$ cat src/rtl/ptimer_pkg.sv
// Package: shared types for the programmable tap-select timer.
// Assumes nothing beyond IEEE 1800-2017 enum support.
package ptimer_pkg;

    // Output behaviour selected by the mode input.
    typedef enum logic {
        PT_ONESHOT = 1'b0,
        PT_FREERUN = 1'b1
    } pt_mode_e;

    // Number of selectable output taps.
    localparam int PT_NTAPS = 4;

endpackage

$ cat src/rtl/ptimer_ctrl.sv
// Module: ptimer_ctrl
// Builds the clear request from the master reset and the gated power-on
// path. Keeps the "armed" flag that allows counting after the first clear.
// Drives the oscillator enable.
// Assumes: all inputs are synchronous to clk; rst_n is synchronous, active low.
module ptimer_ctrl (
    input  logic clk,
    input  logic rst_n,
    input  logic mreset,
    input  logic por,
    input  logic auto_dis,
    output logic clr,
    output logic armed,
    output logic osc_en
);

    logic armed_q;

    // Clear request: master reset, or power-on pulse when auto path enabled.
    always_comb begin
        clr    = mreset | (por & ~auto_dis);
        osc_en = ~clr;
    end

    // Arming flag: set by any clear, dropped only by the block reset.
    always_ff @(posedge clk) begin
        if (!rst_n) begin
            armed_q <= 1'b0;
        end else if (clr) begin
            armed_q <= 1'b1;
        end
    end

    assign armed = armed_q;

endmodule

$ cat src/rtl/ptimer_counter.sv
// Module: ptimer_counter
// W-bit synchronous binary counter with synchronous clear and advance enable.
// It also brings out the four tap bits, each stage chosen by a parameter.
// Assumes: each STAGEn lies in 1..W; clr has priority over adv.
module ptimer_counter #(
    parameter int W      = 16,
    parameter int STAGE0 = 13,
    parameter int STAGE1 = 10,
    parameter int STAGE2 = 8,
    parameter int STAGE3 = 16
) (
    input  logic                           clk,
    input  logic                           rst_n,
    input  logic                           clr,
    input  logic                           adv,
    output logic [W-1:0]                   cnt,
    output logic [ptimer_pkg::PT_NTAPS-1:0] taps
);

    localparam int NT = ptimer_pkg::PT_NTAPS;
    localparam int STAGES [NT] = '{STAGE0, STAGE1, STAGE2, STAGE3};

    logic [W-1:0] cnt_q;

    // Counter state: reset/clear to zero, else step by one when advancing.
    always_ff @(posedge clk) begin
        if (!rst_n) begin
            cnt_q <= '0;
        end else if (clr) begin
            cnt_q <= '0;
        end else if (adv) begin
            cnt_q <= cnt_q + 1'b1;
        end
    end

    // Tap extraction: stage N of the chain is counter bit N-1.
    for (genvar i = 0; i < NT; i++) begin : g_tap
        assign taps[i] = cnt_q[STAGES[i]-1];
    end

    assign cnt = cnt_q;

endmodule

$ cat src/rtl/ptimer_tap.sv
// Module: ptimer_tap
// Selects one tap, applies the free-run or one-shot behaviour and the
// output polarity. Holds the one-shot latch and requests a counter freeze
// once the shot has fired.
// Assumes: taps come straight from counter registers; clr is synchronous.
module ptimer_tap (
    input  logic                            clk,
    input  logic                            rst_n,
    input  logic                            clr,
    input  logic [ptimer_pkg::PT_NTAPS-1:0] taps,
    input  logic [1:0]                      sel,
    input  logic                            mode,
    input  logic                            inv,
    output logic                            done,
    output logic                            freeze,
    output logic                            out
);

    import ptimer_pkg::*;

    pt_mode_e mode_e;
    logic     tap_bit;
    logic     shot_q;
    logic     level;

    // Decode mode and pick the selected stage.
    always_comb begin
        mode_e  = pt_mode_e'(mode);
        tap_bit = taps[sel];
    end

    // One-shot latch: cleared by any clear, set when the tap fires in one-shot mode.
    always_ff @(posedge clk) begin
        if (!rst_n) begin
            shot_q <= 1'b0;
        end else if (clr) begin
            shot_q <= 1'b0;
        end else if (mode_e == PT_ONESHOT && tap_bit) begin
            shot_q <= 1'b1;
        end
    end

    // Output level, polarity and freeze request.
    always_comb begin
        done   = shot_q | tap_bit;
        level  = (mode_e == PT_FREERUN) ? tap_bit : done;
        out    = level ^ inv;
        freeze = (mode_e == PT_ONESHOT) & done;
    end

endmodule

$ cat src/rtl/ptimer_top.sv
// Module: ptimer_top
// Programmable tap-select binary timer: clear/arm control, W-bit counter
// and tap/mode/polarity output stage.
// Assumes: synchronous inputs; rst_n is a synchronous active-low block reset.
module ptimer_top #(
    parameter int W      = 16,
    parameter int STAGE0 = 13,
    parameter int STAGE1 = 10,
    parameter int STAGE2 = 8,
    parameter int STAGE3 = 16
) (
    input  logic       clk,
    input  logic       rst_n,
    input  logic       count_en,
    input  logic       mreset,
    input  logic       por,
    input  logic       auto_dis,
    input  logic [1:0] sel,
    input  logic       mode,
    input  logic       inv,
    output logic       tmr_out,
    output logic       osc_en
);

    localparam int NT = ptimer_pkg::PT_NTAPS;

    logic          clr_w;
    logic          armed_w;
    logic          adv_w;
    logic          freeze_w;
    logic          done_w;
    logic [W-1:0]  cnt_w;
    logic [NT-1:0] taps_w;

    ptimer_ctrl u_ctrl (
        .clk      (clk),
        .rst_n    (rst_n),
        .mreset   (mreset),
        .por      (por),
        .auto_dis (auto_dis),
        .clr      (clr_w),
        .armed    (armed_w),
        .osc_en   (osc_en)
    );

    // Advance qualifier: armed, not clearing, enabled, not frozen by a fired shot.
    always_comb begin
        adv_w = armed_w & ~clr_w & count_en & ~freeze_w;
    end

    ptimer_counter #(
        .W      (W),
        .STAGE0 (STAGE0),
        .STAGE1 (STAGE1),
        .STAGE2 (STAGE2),
        .STAGE3 (STAGE3)
    ) u_cnt (
        .clk   (clk),
        .rst_n (rst_n),
        .clr   (clr_w),
        .adv   (adv_w),
        .cnt   (cnt_w),
        .taps  (taps_w)
    );

    ptimer_tap u_tap (
        .clk    (clk),
        .rst_n  (rst_n),
        .clr    (clr_w),
        .taps   (taps_w),
        .sel    (sel),
        .mode   (mode),
        .inv    (inv),
        .done   (done_w),
        .freeze (freeze_w),
        .out    (tmr_out)
    );

endmodule

$ cat config.mk
export PLATFORM = sky130hd
export DESIGN_NAME = ptimer_top
export DESIGN_NICKNAME = d
export VERILOG_FILES = /design/src/rtl/ptimer_pkg.sv /design/src/rtl/ptimer_ctrl.sv /design/src/rtl/ptimer_counter.sv /design/src/rtl/ptimer_tap.sv /design/src/rtl/ptimer_top.sv
export SDC_FILE = /design/constraint.sdc
export NUM_CORES = 1
export LEC_CHECK = 0
export ABC_AREA = 1
export CAP_MARGIN = 10
export CORE_MARGIN = 2
export CORE_UTILIZATION = 48
export DETAILED_ROUTE_END_ITERATION = 6
export PLACE_DENSITY = 0.81
export SETUP_SLACK_MARGIN = 0.02
export SLEW_MARGIN = 10
export SYNTH_ARGS = -nofsm -noshare
export SYNTH_HDL_FRONTEND = slang
export SYNTH_SLANG_ARGS = --single-unit
$ cat constraint.sdc
create_clock -name clk -period 1.65 [get_ports clk]
set_clock_uncertainty 0.2 [all_clocks]
set_input_delay 0.165 -clock clk [delete_from_list [all_inputs] [get_ports clk]]
set_output_delay 0.165 -clock clk [all_outputs]
set_load 0.03 [all_outputs]
==> flow_summary.ini <==
[status]
status = complete, no violations

[critical_path]
cpMostUsedCell = nand2_2
cp_max_fo = 2
ff2ff_setup_slack_ns = 0.07
reg2reg_to = u_cnt.cnt[7]
r2r-start = u_cnt.cnt[7]
reg2reg_depth = 9
critPathCaptureType = output port
crit_buf_inv = 3
critPathArrivalTime_ns = 1.27
criticalPathCategory = input port to output port
slowest_stage = clkdlybuf4s50_1
crit_chain = clkdlybuf4s50_1 > inv_1 > nand3_2 > nand2_2 > nand2_2 > xor2_1 > buf_4
slowest_delay_ns = 0.50
cp_data_required_time_ns = 1.28
worst_setup_path_start_kind = input port
crit_family = buffers and inverters

[yosys]
synth_top_area_cell = dfxtp_1
synth_seq_cells = 18
syn_area_mm2 = 0.001176
yosys.area.top_type_share = 0.3064
yosys_warnings = 0
syn_inst = 183
syn_area_per_cell_um2 = 6.427
synthTopCellsByArea = dfxtp_1, nand2_1, nor2_1
ys_seq_area_frac = 0.3064
yosysUniqueCellTypes = 22
synthTopCellsByCount = nand2_1, nor2_1, inv_1
synth.most_common_cell = nand2_1
synth_edf_count = 0
syn_nets = 194
synth_ff_type = dfxtp_1
async_flop_share = 0

[final_layout]
area_growth_pct = 23.94
nets = 218
layout-drive-gt1-share = 0.2537
fillCellCount = 204
n_antenna_cell = 0
final_util = 0.6465

[drt]
drt_first_pass_iters = 4
avgViaCountPerCell = 5.150
vias = 1200
route.antenna.remaining_nets = 0
drc = 0
drtIter0Drc = 28
finalWirelength_um = 2615
wl_per_cell_um = 11.22

[pwr]
pwr-share-comb = 0.152
p_int_uw = 574.0
power.density_mw_per_mm2 = 528.0
swShare = 0.2542
p_leak_nw = 0.6125
clkPwrFrac = 0.278
pwr-share-seq = 0.570
switchingPower_uw = 195.6
vdd_drop_max_mv = 0.2992

[floorplan]
chipHeight_um = 53.50
die_w_um = 53.50
dieArea_mm2 = 0.002862
start_util = 0.5216
core.rowCount = 17
io_pins = 12
coreArea_mm2 = 0.002255

[worst_hold_path]
hold_depth = 3
hold_path_class = input port to flip-flop
hold_path_startpoint = rst_n
whs_endpoint = u_ctrl.armed

[global_routing]
grt_pass1_wl_um = 4374
grt.total_usage = 0.2054
grtUsageMet3 = 0.03672
antenna_found_initial = 0
grt_pass1_vias = 1127
use_met1 = 0.2457
overflow = 0
gr-usage-met2 = 0.3642
grt_max_degree = 20
top_usage_layer = met2

[timing]
fmax_mhz = 611.7
hold-worst-slack_ns = 0.2756
setup_ws_ns = 0.01531
drv_slew = 0
fin_crit_sh = 0.9907
tightestPinTransition_ns = 0.2615
rsz0062_at_grt = true
setup_violations = 0
hold_viol_final = 0
slew_headroom = 0.8254
fin_crit_ns = 1.635

[clock_tree]
cts_max_path_buffers = 2
numClockSinks = 18
clock-root-buffer = clkbuf_4
cts_tree = done
numCtsBuffers = 3
clkLatencyLatePin_ns = 0.29
cts-hold-fix-buffers = 0
htree_levels = 1
cts.clk_slew.worst_paths_ns = 0.09

[place]
gp_congestion = 0.8291
place_hpwl_um = 1825
dpl_worst_slack_ns = -0.1457
port_buffers = 11

[job]
cap_viol_max_count = 0
==> sequential cells by signal, summed over array words and instances (netlist names) <==
name and cells:
u_tap.shot_q 1, u_ctrl.armed 1, u_cnt.cnt 16
==> power groups by stage <==
stage | logic [mW] | registers, mW | clock network (mW)
2_1_floorplan | 0.0653 | 0.450 | 0
3_3_place_gp | 0.108 | 0.450 | 0
3_5_place_dp | 0.110 | 0.450 | 0
4_1_cts | 0.112 | 0.439 | 0.225
5_1_grt | 0.128 | 0.440 | 0.243
6_report | 0.117 | 0.439 | 0.214
==> repair_timing <==
item                       4_1_cts  5_1_grt
pin swaps                        2        5
setup endpoints to repair        1        8
gates resized for setup          7       14
setup buffers                    5        1
==> how the worst max path moves through the flow <==
stage | startpoint | end | cells past startpoint
3_3_place_gp | sel[0] | u_cnt.cnt[14] | 8
5_1_grt | u_cnt.cnt[7] | tmr_out | 6
4_1_cts | u_cnt.cnt[15] | tmr_out | 6
3_5_place_dp | sel[0] | u_cnt.cnt[14] | 8
6_report | sel[1] | tmr_out | 7
2_1_floorplan | u_cnt.cnt[12] | tmr_out | 5
==> metal layers <==
layer	wire [µm]	up-vias	share of wire
met3	154	4	0.059
met4	19	0	0.0073
met1	1136	550	0.43
li1	-	615	-
met2	1304	31	0.50
met5	0	-	0
==> cell usage in the layout (no fill, tap or decap), types with 2 or more instances in the layout <==
| cell type | n |
|---|---|
| nor2_2 | 6 |
| nand2_2 | 10 |
| clkdlybuf4s50_1 | 8 |
| nand4_1 | 3 |
| nand2_1 | 46 |
| nand3_1 | 18 |
| nor2_1 | 24 |
| dfxtp_2 | 7 |
| a21oi_1 | 12 |
| nand3_2 | 3 |
| clkbuf_4 | 3 |
| dfxtp_1 | 10 |
| xor2_1 | 3 |
| inv_1 | 24 |
| buf_4 | 12 |
| xnor2_1 | 2 |
| inv_2 | 2 |
| nand3_4 | 2 |
==> stage by stage <==
step	setup TNS, ns	cell area [µm²]	total power, mW	std cells
after global routing	-0.08061	1458	0.8101	233
final	0	1458	0.7697	233
after floorplan	0	1176	0.5152	183
after global placement	-1.022	1336	0.5579	224
after detailed placement	-1.484	1336	0.5603	224
after CTS	0	1405	0.7753	232
==> cell families after synthesis <==
logic type               Yosys count  share of synthesized area
flip-flops                        18                     0.3064
AO/OA/AOI/OAI                     13                    0.05532
adder cells (fa/ha/maj)            1                    0.01064
buffers and inverters             29                     0.1085
AND/OR/NAND/NOR                  117                     0.4819
XOR/XNOR                           5                    0.03724
==> area by class of cell <==
type,instances,area (µm²),area share
clock buffer,3,22.52,0.01545
inverter,26,97.59,0.06695
multi-input combinational,136,730.7,0.5013
sequential,18,372.9,0.2558
tap,28,35.03,0.02403
timing repair buffer,22,198.9,0.1365
==> worst min-delay path: stages <==
cell             delay (ns)
clkdlybuf4s50_1        0.44
o21ai_0                0.09
inv_1                  0.04
No activity file was read; power rests on OpenSTA's default activity.
